### src/rtl/irq_rot_pkg.sv
package irq_rot_pkg;

    localparam int LINES = 8;
    localparam int LW    = $clog2(LINES);
    localparam int RW    = LW + 1;

    typedef logic [LINES-1:0] vec_t;
    typedef logic [LW-1:0]    idx_t;
    typedef logic [RW-1:0]    rel_t;

    localparam rel_t REL_NONE = rel_t'(LINES);

    typedef struct packed {
        logic auto_eoi;
        logic rot_auto;
        logic spec_mask;
        logic fully_nested;
        logic is_master;
    } cfg_t;

    typedef struct packed {
        logic valid;
        logic specific;
        logic rotate;
        idx_t line;
    } eoi_t;

    // Bit i of the result is bit (i + base) mod LINES of v.
    function automatic vec_t rot_to_base(vec_t v, idx_t base);
        vec_t r;
        for (int i = 0; i < LINES; i++) begin
            r[i] = v[idx_t'(idx_t'(i) + base)];
        end
        return r;
    endfunction

    function automatic vec_t onehot(idx_t k);
        vec_t r;
        r = '0;
        r[k] = 1'b1;
        return r;
    endfunction

    function automatic idx_t next_idx(idx_t k);
        return idx_t'(k + idx_t'(1));
    endfunction

endpackage

### src/rtl/irq_prio_find.sv
module irq_prio_find
    import irq_rot_pkg::*;
(
    input  vec_t bits,
    input  idx_t base,
    output rel_t rel,
    output idx_t line
);
    vec_t rotated;

    always_comb begin
        rotated = rot_to_base(bits, base);
        rel     = REL_NONE;
        for (int i = LINES - 1; i >= 0; i--) begin
            if (rotated[i]) rel = rel_t'(i);
        end
        line = idx_t'(rel[LW-1:0] + base);
    end
endmodule

### src/rtl/irq_req_capture.sv
module irq_req_capture
    import irq_rot_pkg::*;
(
    input  logic clk,
    input  logic rst,
    input  vec_t req_in,
    input  vec_t trig_level,
    input  vec_t ack_clr,
    output vec_t irr
);
    vec_t last_q;

    always_ff @(posedge clk) begin
        if (rst) begin
            irr    <= '0;
            last_q <= '0;
        end else begin
            last_q <= req_in;
            for (int i = 0; i < LINES; i++) begin
                if (trig_level[i]) begin
                    irr[i] <= req_in[i];
                end else begin
                    irr[i] <= (irr[i] & ~ack_clr[i]) | (req_in[i] & ~last_q[i]);
                end
            end
        end
    end
endmodule

### src/rtl/irq_svc_tracker.sv
module irq_svc_tracker
    import irq_rot_pkg::*;
(
    input  logic clk,
    input  logic rst,
    input  cfg_t cfg,
    input  eoi_t eoi,
    input  logic ack_fire,
    input  idx_t win,
    input  logic top_valid,
    input  idx_t top_line,
    output vec_t isr,
    output idx_t base
);
    vec_t clr_vec;
    vec_t set_vec;
    logic eoi_hit;
    idx_t eoi_target;

    always_comb begin
        eoi_target = eoi.specific ? eoi.line : top_line;
        eoi_hit    = eoi.valid && (eoi.specific || top_valid);
        clr_vec    = eoi_hit ? onehot(eoi_target) : '0;
        set_vec    = (ack_fire && !cfg.auto_eoi) ? onehot(win) : '0;
    end

    always_ff @(posedge clk) begin
        if (rst) begin
            isr  <= '0;
            base <= '0;
        end else begin
            isr <= (isr & ~clr_vec) | set_vec;
            if (eoi_hit && eoi.rotate) begin
                base <= next_idx(eoi_target);
            end else if (ack_fire && cfg.auto_eoi && cfg.rot_auto) begin
                base <= next_idx(win);
            end
        end
    end
endmodule

### src/rtl/irq_rot_core.sv
module irq_rot_core
    import irq_rot_pkg::*;
(
    input  logic       clk,
    input  logic       rst,
    input  logic [7:0] req_in,
    input  logic [7:0] trig_level,
    input  logic       mask_we,
    input  logic [7:0] mask_val,
    input  logic       ack,
    input  logic       eoi_valid,
    input  logic       eoi_specific,
    input  logic       eoi_rotate,
    input  logic [2:0] eoi_line,
    input  logic       cfg_auto_eoi,
    input  logic       cfg_rot_auto,
    input  logic       cfg_spec_mask,
    input  logic       cfg_fully_nested,
    input  logic       cfg_is_master,
    output logic       int_out,
    output logic [2:0] win_line,
    output logic [7:0] irr,
    output logic [7:0] isr,
    output logic [2:0] rot_base
);
    localparam idx_t CASCADE_LINE = idx_t'(2);

    cfg_t cfg;
    eoi_t eoi;
    vec_t mask_q;
    vec_t cand;
    vec_t svc_view;
    vec_t ack_clr;
    rel_t cand_rel;
    rel_t svc_rel;
    rel_t top_rel;
    idx_t cand_line;
    idx_t svc_line;
    idx_t top_line;
    logic ack_fire;

    assign cfg = '{auto_eoi: cfg_auto_eoi, rot_auto: cfg_rot_auto,
                   spec_mask: cfg_spec_mask, fully_nested: cfg_fully_nested,
                   is_master: cfg_is_master};
    assign eoi = '{valid: eoi_valid, specific: eoi_specific,
                   rotate: eoi_rotate, line: eoi_line};

    always_ff @(posedge clk) begin
        if (rst)          mask_q <= '0;
        else if (mask_we) mask_q <= mask_val;
    end

    always_comb begin
        cand     = irr & ~mask_q;
        svc_view = isr;
        if (cfg.spec_mask) svc_view = svc_view & ~mask_q;
        if (cfg.is_master && cfg.fully_nested) svc_view[CASCADE_LINE] = 1'b0;
    end

    irq_prio_find u_find_cand (.bits(cand),     .base(rot_base), .rel(cand_rel), .line(cand_line));
    irq_prio_find u_find_svc  (.bits(svc_view), .base(rot_base), .rel(svc_rel),  .line(svc_line));
    irq_prio_find u_find_top  (.bits(isr),      .base(rot_base), .rel(top_rel),  .line(top_line));

    assign int_out  = (cand_rel < svc_rel);
    assign win_line = cand_line;
    assign ack_fire = ack && int_out;
    assign ack_clr  = ack_fire ? (onehot(cand_line) & ~trig_level) : '0;

    irq_req_capture u_capture (
        .clk       (clk),
        .rst       (rst),
        .req_in    (req_in),
        .trig_level(trig_level),
        .ack_clr   (ack_clr),
        .irr       (irr)
    );

    irq_svc_tracker u_tracker (
        .clk      (clk),
        .rst      (rst),
        .cfg      (cfg),
        .eoi      (eoi),
        .ack_fire (ack_fire),
        .win      (cand_line),
        .top_valid(top_rel != REL_NONE),
        .top_line (top_line),
        .isr      (isr),
        .base     (rot_base)
    );

    logic unused_svc;
    assign unused_svc = ^svc_line;
endmodule

### config.mk
export PLATFORM = sky130hd
export DESIGN_NAME = irq_rot_core
export DESIGN_NICKNAME = d
export VERILOG_FILES = /design/src/rtl/irq_rot_pkg.sv /design/src/rtl/irq_prio_find.sv /design/src/rtl/irq_req_capture.sv /design/src/rtl/irq_svc_tracker.sv /design/src/rtl/irq_rot_core.sv
export SDC_FILE = /design/constraint.sdc
export NUM_CORES = 1
export LEC_CHECK = 0
export ABC_AREA = 1
export BUFFER_PORTS_ARGS = -buffer_cell sky130_fd_sc_hd__buf_4
export CAP_MARGIN = 40
export CORE_ASPECT_RATIO = 2
export CORE_MARGIN = 5
export CORE_UTILIZATION = 60
export CTS_CLUSTER_SIZE = 30
export DETAILED_ROUTE_END_ITERATION = 10
export PLACE_DENSITY = 0.86
export SYNTH_ARGS = -nofsm -noshare
export SYNTH_HDL_FRONTEND = slang
export SYNTH_SLANG_ARGS = --single-unit
### constraint.sdc
create_clock -name clk -period 11.3 [get_ports clk]
set_clock_uncertainty 0.15 [all_clocks]
set_input_delay 1.13 -clock clk [delete_from_list [all_inputs] [get_ports clk]]
set_output_delay 1.13 -clock clk [all_outputs]
set_load 0.005 [all_outputs]
### Word level (Yosys, flattened, before mapping)

Cells that the tools add are included.

| storage, ports and cells | value |
|---|---|
| output and inout port bits | 23 |
| flip-flop bits (word level) | 35 |
| input bits | 39 |
| word-level logic and storage cells | 182 |

| cells by class | value |
|---|---|
| bitwise operators | 48 |
| magnitude comparators | 13 |
| muxes and demuxes | 92 |
| add/sub/neg operators | 11 |
| eq/ne operators | 1 |
| reductions and logical operators | 12 |

Operators by type and width:

| operator | count |
|---|---|
| $mux 4 | 24 |
| $bmux 1 s3 | 24 |
| $lt 3x4->1 const B | 10 |
| $mux 1 | 35 |
| $and 8x8->8 | 4 |
| $mux 8 | 4 |
| $not 8->8 | 3 |
| $and 1x1->1 | 16 |
| $not 1->1 | 16 |
| $add 3x3->3 const A | 4 |
| $logic_and 1x1->1 | 9 |
| $mux 3 | 3 |
| $or 1x1->1 | 8 |
| $or 8x8->8 | 1 |
| $add 2x3->3 const A | 2 |
| $add 3x1->3 const B | 2 |
| $add 3x3->3 | 2 |
| $demux 1 s3 | 2 |
| $ge 3x1->1 const B | 2 |
| $lt 4x4->1 | 1 |
| $ne 4x4->1 const B | 1 |
| $add 1x3->3 const A | 1 |
| $reduce_bool 2->1 | 1 |
| $logic_not 1->1 | 1 |
| $logic_or 1x1->1 | 1 |

### Longest topological paths before layout

Gate-level depths: netlist of the first run.

| logic depth | value |
|---|---|
| depth after elaboration | 23 |
| gate-level depth with buffers | 29 |
| depth with buffers taken out | 26 |

### Hierarchy

From an unflattened synthesis of the first run, not the netlist that was laid out.

| second synthesis, totals | value |
|---|---|
| cells, all modules | 636 |
| area total of the unflattened synthesis | 3709.8 um^2 |

Modules (own cells, without submodules):

| module | area each (um^2) | times used | cells each | seq. area each (um^2) |
|---|---|---|---|---|
| irq_prio_find | 566.8 | 3 | 107 | 0.0 |
| irq_svc_tracker | 691.9 | 1 | 104 | 220.2 |
| irq_req_capture | 661.9 | 1 | 98 | 320.3 |
| irq_rot_core | 655.6 | 1 | 113 | 160.2 |

### Worst setup path before layout of the first run

OpenSTA, ideal clock, no wires.

| timing path | value |
|---|---|
| path type | register to output |
| start | register u_tracker.base[1] |
| end | output port win_line[2] |
| buffers on the path | 2 |
| slack | 6.961 ns |
| stages on the path, launching flop included | 22 |
| data required time | 10.020 ns |
| arrival | 3.059 ns |
| path through | dfxtp_1 -> inv_2 -> buf_4 -> ha_1 -> inv_1 -> buf_2 -> nand3_1 -> nand2_1 -> nand2_1 -> nand2_1 -> nand2_1 -> nand2_1 -> nand2_1 -> nand2_1 -> nand2_1 -> nand2_1 -> inv_1 -> ha_1 -> fa_1 -> xor2_1 -> or2_1 -> nand2_2 |

| between the ends | value |
|---|---|
| longest elaborated chain between the ends | 12 |
| elaborated cells between the ends (all ways) | 32 |
| classes of those cells | add/sub: 8; mux: 24 |

RTL lines:

| item | RTL line | text |
|---|---|---|
| start, declared | irq_svc_tracker.sv:13 | `output idx_t base` |
| start signal, assigned | irq_svc_tracker.sv:34 | `base <= next_idx(eoi_target);` |
| start signal, assigned | irq_svc_tracker.sv:36 | `base <= next_idx(win);` |
| $add 3x3->3 | irq_rot_pkg.sv:32 | `r[i] = v[idx_t'(idx_t'(i) + base)];` |
| $bmux 1 s3 | irq_rot_pkg.sv:32 |  |
| $mux 1 (implied by the code) | irq_rot_pkg.sv:32 |  |
| $mux 4 (8 in series) | irq_prio_find.sv:15 | `if (rotated[i]) rel = rel_t'(i);` |
| $add 3x3->3 (*) | irq_prio_find.sv:17 | `line = idx_t'(rel[LW-1:0] + base);` |
| end, declared | irq_rot_core.sv:21 | `output logic [2:0] win_line,` |

Mark *: on every way between the ends. The rest lies on a longest branch, timed or not. The select of a mux whose other input is x is not followed.

### Final worst setup path of the first run

Same ends and word-level chain as after synthesis.

==> out/metrics.cfg, run 1 <==
[outcome]
status = completed

[global_routing]
grt_overflow_total = 0
grt_pass1_vias = 3430
grt_max_degree = 29
track_usage = 0.307
grt_pass1_wl_um = 15800
antenna_found_initial = 0

[detailed_routing]
drt-vias-per-instance = 5.60
drc = 0
drtIter0Drc = 163
vias = 3498
wl_per_cell_um = 15.9
finalWirelength_um = 9960
first_pass_iters = 5
postRouteAntennaNets = 0

[layout]
drive_above_1_share = 0.180
final_nets = 615
finalInstanceArea_sq_mm = 0.00365
antenna_cells = 0
area_delta_synth_final_pct = 17.6
multi_input_area_sq_mm = 0.00204
final_cell_count_no_fill = 625
seq_area_sq_um = 701
fillers = 453

[setup_path]
worstPathArrival_ns = 4.25
crit_top_cell = nand2_1
worstSetupPathType = reg2out
cp.required_ns = 10.02
slowest_stage = dfxtp_1
crit_path_max_fanout = 17
cp-start-kind = flop
slowest_delay_ns = 0.78
crit_chain = inv_2 -> ha_1 -> inv_1 -> nand3_1 -> nand2_1 -> nand2_1 -> nand2_1 -> nand2_1 -> nand2_1 -> nand2_1 -> nand2_1 -> nand2_1 -> nand2_1 -> inv_1 -> ha_1 -> fa_1 -> xor2_1 -> or2_1 -> nand2_2 -> buf_4
end_kind = output pin

[yosys]
ys_async_sr_fraction = 0
synth_edf_count = 0
seq_area_frac_synth = 0.225
syn-cell-area_sq_mm = 0.00311
yosysTopAreaCell = dfxtp_1
syn-instance-count = 513
syn_avg_cell_area_sq_um = 6.06
synthTopCellsByArea = dfxtp_1 23%, nand2_1 19%, nand3_1 10%, o21ai_0 7.6%, inv_1 7.1%
ys_warn_count = 0
ys_ff_latch = 35
synth_top_area_frac = 0.225
netlist_top_cells_count = 159 x nand2_1, 63 x nand3_1, 59 x inv_1
synth_cell_types = 39
synth_nets = 562
synth-main-ff-cell = dfxtp_1
synth_most_common_cell = nand2_1

[timing]
finalMaxSlewViolations = 0
finalCritPeriodShare = 0.490
layout_min_cycle_time_ns = 5.53
rsz0062_at_grt = no
setup_tns_ns = 0
whs_ns = 0.330
finalSetupViolCount = 0
tightestPinTransition_ns = 0.756
hold_violations = 0
timing.fmax_mhz = 181
slew_headroom = 0.495

[placed_design]
dp_hpwl_um = 8280
dp.cells = 617
gp_congestion = 1.00
post_dp_cell_area_sq_mm = 0.00354
io_buffer_count = 61

[clocking]
holdBufCountCts = 0
cts_buffer_depth = 2
cts_buffers = 5
cts_tree = built
cts_resized = 0
cts_root_buffer = clkbuf_8
clk_pin_slew_ns = 0.08
clock_sinks = 35
worstSkewPairLatency_ns = 0.30
htreeDepth = 2
cts_setup_buffers = 0

[floorplan]
ios = 62
die_h_um = 112
die_area_sq_mm = 0.00681
fp-row-count = 37
die_w_um = 60.9
core_area_sq_mm = 0.00509
start_util = 0.610

[job]
maxCapViolations = 0

[worst_hold_path]
min_path_type = reg2reg

flip-flops by register name, indices dropped and copies added (netlist names):
register and flops:
u_tracker.isr 8, u_capture.last_q 8, mask_q 8, u_capture.irr 8, u_tracker.base 3
cells in the final DEF (no fill, tap or decap), drive strengths merged, types with 2 or more instances in the layout:
cell type,n
nand2,165
nand3,67
inv,66
buf,62
o21ai,54
nor2,36
dfxtp,35
a21oi,24
a31oi,9
nor3b,8
ha,8
clkbuf,6
nand4,4
or2,4
xnor2,3
a21boi,3
clkinv,2
nor3,2
xor2,2
nand3b,2
fa,2
final cells by class:
cell class | count | area share
multi-input combinational | 395 | 0.558
sequential | 35 | 0.192
timing repair buffer | 62 | 0.127
inverter | 67 | 0.0705
clock buffer | 6 | 0.0226
tap | 58 | 0.0199
clock inverter | 2 | 0.00959
worst paths after layout:
kind                        to  cells after the start                start  slack, ns
min reg2reg   u_capture.irr[0]                      3  u_capture.last_q[0]       0.33
max reg2reg  u_tracker.base[2]                     22    u_tracker.base[1]       6.14
min           u_capture.irr[0]                      3  u_capture.last_q[0]       0.33
max                win_line[2]                     20    u_tracker.base[1]       5.77
metrics by stage:
stage | utilization | worst slack [ns]
detailed placement | 0.694 | 6.16
global route | 0.717 | 5.44
CTS | 0.717 | 5.82
global placement | 0.694 | 6.23
finish | 0.717 | 5.77
floorplan | - | 6.96
metal layers:
metal / GRT usage / routed length [um] / up-vias
met5: 0 / 0 / -
met1: 0.304 / 3410 / 1556
met3: 0.0476 / 492 / 44
met4: 0.181 / 642 / 0
met2: 0.557 / 5420 / 132
li1: - / - / 1766
critical path: cells and delay by family (launching register included):
| family | cells | cell delay (ns) |
|---|---|---|
| xor+xnor | 1 | 0.17 |
| fa+ha+maj | 3 | 1.06 |
| buf+inv | 4 | 0.77 |
| flops | 1 | 0.78 |
| simple gates | 12 | 1.16 |
cells by family (layout without fill, tap and decap cells):
kind of cell,Yosys count,count (layout),synth area share
and+or+nand+nor,289,289,0.421
AOI/OAI and AO/OA,91,91,0.161
buffers and inverters,83,137,0.118
DFF,35,35,0.225
adders and majority gates,10,10,0.0451
xor gates and xnor gates,5,5,0.0286
Power of run 1 is not shown: default switching activity piles up to over one toggle a cycle in this logic, so the estimate is an artifact.
==> run 2, diff against run 1 <==
CORE_UTILIZATION = 51   (was 60)
PLACE_DENSITY = 0.78   (was 0.86)
clock period = 4.75 ns   (was 11.3 ns; I/O delays follow)
==> run 2 against run 1 <==
Global-route usage is 6.0 points lower; final area is 1.4% higher; wire length down 5.6%; die area is 15% higher; via count down 1.2%; cell count increased by 1.3%; critical path type unchanged; register-to-register slack lost 5.5 ns; utilization fell by 9.5 points; largest cell class unchanged; worst hold slack worse by 0.055 ns.
==> out/metrics.cfg, run 2 (synthesized netlist as in run 1, its figures left out) <==
[detailed_routing]
vias = 3456  ; -1.2%
drtIter0Drc = 171  ; +4.9%
drc = 0  ; unchanged
wl_per_cell_um = 14.9  ; -6.8%
first_pass_iters = 4  ; -1
finalWirelength_um = 9400  ; -5.6%
drt-vias-per-instance = 5.46  ; -2.4%
postRouteAntennaNets = 0  ; unchanged

[timing]
slew_headroom = 0.486  ; -0.00916
finalCritPeriodShare = 0.906
layout_min_cycle_time_ns = 4.30
finalMaxSlewViolations = 0  ; unchanged
finalSetupViolCount = 0  ; unchanged
rsz0062_at_grt = no
timing.fmax_mhz = 232
setup_tns_ns = 0  ; unchanged
tightestPinTransition_ns = 0.770  ; +0.0137 ns
hold_violations = 0  ; unchanged

[setup_path]
worstRegToRegCells = 24  ; +9.1%
cp-start-kind = flop
regToRegEndpoint = u_tracker.base[2]
crit_path_max_fanout = 28  ; +11
reg2reg_slack_ns = 0.62  ; -5.52 ns
worstReg2RegStart = u_tracker.base[0]
end_kind = output pin
worstSetupPathType = reg2out
worstPathArrival_ns = 3.68  ; -0.57 ns
cp.required_ns = 4.12  ; -5.90 ns

[layout]
finalInstanceArea_sq_mm = 0.00371  ; +1.4%
layout_commonest_cell = nand2_1
final_cell_count_no_fill = 633  ; +1.3%
mostFrequentLayoutCells = 159 x nand2_1, 65 x buf_4, 63 x nand3_1
drive_above_1_share = 0.182  ; +0.00256
final_nets = 618  ; +0.49%
antenna_cells = 0  ; unchanged
area_delta_synth_final_pct = 19.2

[global_routing]
grt_overflow_total = 0  ; unchanged
grt_pass1_wl_um = 15000  ; -5.1%
grt_max_degree = 29  ; unchanged
antenna_found_initial = 0  ; unchanged
grt_pass1_vias = 3287  ; -4.2%
track_usage = 0.247  ; -0.0597

[floorplan]
core_area_sq_mm = 0.00596  ; +17%
die_area_sq_mm = 0.00785  ; +15%
start_util = 0.522  ; -0.0885
die_w_um = 65.2  ; +7.1%
ios = 62  ; unchanged
fp-row-count = 40  ; +8.1%
die_h_um = 120  ; +7.7%

[worst_hold_path]
min_to = u_capture.last_q[1]
min_path_cells = 3  ; unchanged
min_path_type = in2reg
worstHoldStart = req_in[1]

[outcome]
status = completed

[clocking]
cts_buffers = 5  ; unchanged
cts_tree = built
worstSkewPairLatency_ns = 0.28  ; -0.02 ns
htreeDepth = 2  ; unchanged
cts_root_buffer = clkbuf_16
holdBufCountCts = 0  ; unchanged
cts_resized = 0  ; unchanged
cts_buffer_depth = 2  ; unchanged
clock_sinks = 35  ; unchanged
cts_setup_buffers = 0  ; unchanged
clk_pin_slew_ns = 0.06  ; -0.02 ns

[placed_design]
dp_hpwl_um = 7920  ; -4.4%
dp.cells = 625  ; +1.3%
post_dp_cell_area_sq_mm = 0.00356  ; +0.81%
gp_congestion = 0.905  ; -9.6%
io_buffer_count = 61  ; unchanged

[job]
maxCapViolations = 0  ; unchanged

-- run 2: cell count changes in the layout (fill, tap and decap cells not counted), sizes merged --
cell / delta
bufinv: -1
clkinvlp: +1
buf: +3
-- run 2: metrics by stage --
step           utilization  setup WS [ns]  hold slack, ns
5_1_grt              0.622          0.126           0.280
3_5_place_dp         0.599          0.638           0.313
2_1_floorplan            -          0.809           0.297
3_3_place_gp         0.599          0.758           0.301
4_1_cts              0.622          0.426           0.270
6_report             0.622          0.447           0.275
-- run 2: worst max-delay path, cell delays in order (launching register included) --
cell and delay, ns:
dfxtp_1 0.40, inv_6 0.11, ha_1 0.30, buf_4 0.17, inv_1 0.27, nand3_1 0.17, nand2_1 0.10, nand2_1 0.05
nand2_1 0.11, nand2_1 0.06, nand2_1 0.05, nand2_1 0.05, nand2_1 0.06, nand2_1 0.05, nand2_1 0.13, inv_1 0.07
ha_1 0.19, fa_1 0.38, xor2_1 0.16, or2_1 0.27, nand2_2 0.12, buf_4 0.13
-- run 2: layout make-up --
| type | instances | area [sq um] |
|---|---|---|
| Timing Repair Buffer | 65 | 488 |
| Tap cell | 63 | 78.8 |
| Sequential cell | 35 | 701 |
| Clock inverter | 2 | 12.5 |
| Clock buffer | 6 | 129 |
| Inverter | 67 | 258 |
| Fill cell | 593 | 2250 |
| Multi-Input combinational cell | 395 | 2040 |
-- run 2: worst max path at each step --
stage	depth (start not counted)	start	end	slack, ns
5_1_grt	21	u_tracker.base[0]	win_line[2]	0.13
4_1_cts	21	u_tracker.base[0]	win_line[2]	0.43
3_3_place_gp	24	u_tracker.base[0]	u_tracker.base[2]	0.76
3_5_place_dp	24	u_tracker.base[0]	u_tracker.base[2]	0.64
6_report	21	u_tracker.base[0]	win_line[2]	0.45
2_1_floorplan	25	u_tracker.base[1]	u_tracker.base[2]	0.81
-- run 2: routing by layer --
metal	up-vias	GRT usage	part of all wire
met3	36	0.0344	0.044
li1	1775	-	-
met2	108	0.458	0.55
met4	0	0.153	0.057
met5	-	0	0
met1	1537	0.248	0.35
Power of run 2 is left out for the same reason.
==> run 3, diff against run 2 <==
PLACE_DENSITY = default   (was 0.78)
PLACE_DENSITY_LB_ADDON = 0.3   (was default)
==> run 3 against run 2 <==
Worst hold slack got worse by 0.0053 ns; register-to-register slack got worse by 0.10 ns; final area increased by 1.1%; critical endpoint unchanged; highest routed layer unchanged.
==> out/metrics.cfg, run 3 (synthesized netlist as in run 1, its figures left out) <==
[setup_path]
worstSetupPathType = reg2out
slowest_stage = ha_1
slowest_delay_ns = 0.47  ; +0.07 ns
worstPathArrival_ns = 3.75  ; +0.07 ns
crit_chain = inv_6 -> ha_1 -> inv_1 -> nand3_1 -> nand2_1 -> nand2_1 -> nand2_1 -> nand2_1 -> nand2_1 -> nand2_1 -> nand2_1 -> nand2_1 -> nand2_1 -> inv_1 -> ha_1 -> fa_1 -> xor2_1 -> or2_1 -> nand2_2 -> buf_4
worstReg2RegStart = u_tracker.base[0]
reg2reg_slack_ns = 0.52  ; -0.10 ns
worstRegToRegCells = 23  ; -4.2%
cp.required_ns = 4.12  ; about the same
crit_path_max_fanout = 28  ; unchanged
end_kind = output pin
regToRegEndpoint = u_tracker.base[2]
crit_top_cell = nand2_1
cp-start-kind = flop

[timing]
finalSetupViolCount = 0  ; unchanged
slew_headroom = 0.408  ; -0.0776
timing.fmax_mhz = 229  ; -1.6%
rsz0062_at_grt = no
whs_ns = 0.270  ; -0.00531 ns
tightestPinTransition_ns = 0.886  ; +0.116 ns
layout_min_cycle_time_ns = 4.37  ; +0.0685 ns
finalCritPeriodShare = 0.920  ; +0.0144
setup_tns_ns = 0  ; unchanged
finalMaxSlewViolations = 0  ; unchanged
hold_violations = 0  ; unchanged

[layout]
layout_commonest_cell = nand2_1
area_delta_synth_final_pct = 20.5
drive_above_1_share = 0.181  ; -0.00144
final_nets = 617  ; -0.16%
mostFrequentLayoutCells = 159 x nand2_1, 64 x buf_4, 63 x nand3_1
antenna_cells = 0  ; unchanged

[clocking]
cts_resized = 0  ; unchanged
holdBufCountCts = 0  ; unchanged
cts_tree = built
clock_sinks = 35  ; unchanged
clk_pin_slew_ns = 0.05  ; about the same
cts_root_buffer = clkbuf_16
htreeDepth = 2  ; unchanged
cts_buffers = 5  ; unchanged
worstSkewPairLatency_ns = 0.28  ; about the same
cts_setup_buffers = 0  ; unchanged
cts_buffer_depth = 2  ; unchanged

[detailed_routing]
drt-vias-per-instance = 5.54  ; +1.5%
drc = 0  ; unchanged
first_pass_iters = 5  ; +1
postRouteAntennaNets = 0  ; unchanged
wl_per_cell_um = 14.8  ; about the same
drtIter0Drc = 182  ; +6.4%
finalWirelength_um = 9380  ; -0.24%
vias = 3502  ; +1.3%

[floorplan]
ios = 62  ; unchanged
start_util = 0.522  ; unchanged
die_w_um = 65.2  ; unchanged
die_h_um = 120  ; unchanged
core_area_sq_mm = 0.00596  ; unchanged
fp-row-count = 40  ; unchanged
die_area_sq_mm = 0.00785  ; unchanged

[worst_hold_path]
min_path_cells = 3  ; unchanged
min_to = u_capture.last_q[1]
min_path_type = in2reg
worstHoldStart = req_in[1]

[placed_design]
io_buffer_count = 61  ; unchanged
dp_hpwl_um = 7790  ; -1.7%
gp_congestion = 0.946  ; +4.5%

[outcome]
status = completed

[global_routing]
antenna_found_initial = 0  ; unchanged
track_usage = 0.253  ; +0.00610
grt_pass1_wl_um = 15400  ; +2.8%
grt_max_degree = 29  ; unchanged
grt_overflow_total = 0  ; unchanged
grt_pass1_vias = 3410  ; +3.7%

[job]
maxCapViolations = 0  ; unchanged

run 3: changes by cell type in the layout (fill, tap and decap cells not counted), sizes merged:
cell | previous run | this run
clkinvlp | 1 | 0
clkinv | 2 | 1
bufinv | 0 | 2
buf | 65 | 64
run 3: final cells by class:
class	instances	area (sq um)
Sequential cell	35	701
Multi-Input combinational cell	395	2040
Clock buffer	6	129
Clock inverter	2	60.1
Timing Repair Buffer	64	480
Inverter	67	258
Fill cell	570	2210
Tap cell	63	78.8
run 3: stage by stage:
| step | std cells | setup WS [ns] | utilization | area [sq um] |
|---|---|---|---|---|
| 3_3_place_gp | 624 | 0.702 | 0.597 | 3560 |
| 5_1_grt | 632 | 0.0110 | 0.629 | 3750 |
| 3_5_place_dp | 624 | 0.556 | 0.597 | 3560 |
| 2_1_floorplan | 513 | 0.809 | - | 3110 |
| 6_report | 632 | 0.379 | 0.629 | 3750 |
| 4_1_cts | 632 | 0.415 | 0.629 | 3750 |
run 3: how the worst max path moves through the flow:
| stage | startpoint | end | slack (ns) | cells past startpoint |
|---|---|---|---|---|
| floorplan | u_tracker.base[1] | u_tracker.base[2] | 0.81 | 25 |
| global placement | u_tracker.base[0] | u_tracker.base[2] | 0.70 | 23 |
| detailed placement | u_tracker.base[0] | u_tracker.base[2] | 0.56 | 23 |
| CTS | u_tracker.base[0] | win_line[2] | 0.41 | 20 |
| global route | u_tracker.base[0] | win_line[2] | 0.01 | 20 |
| finish | u_tracker.base[0] | win_line[2] | 0.38 | 20 |
run 3: worst max-delay path, delay by kind of cell, from the launching register on:
family,cells,cell delay [ns]
AND/OR/NAND/NOR,12,1.24
adder cells (fa/ha/maj),3,1.05
buffers and inverters,4,0.63
flip-flops,1,0.40
XOR/XNOR,1,0.16
run 3: layer usage:
metal	up-vias	track usage	routed length, um
met3	32	0.0400	369
met1	1586	0.244	3320
met5	-	0	0
met2	109	0.472	5210
li1	1775	-	-
met4	0	0.168	478
Power of run 3 is left out for the same reason.
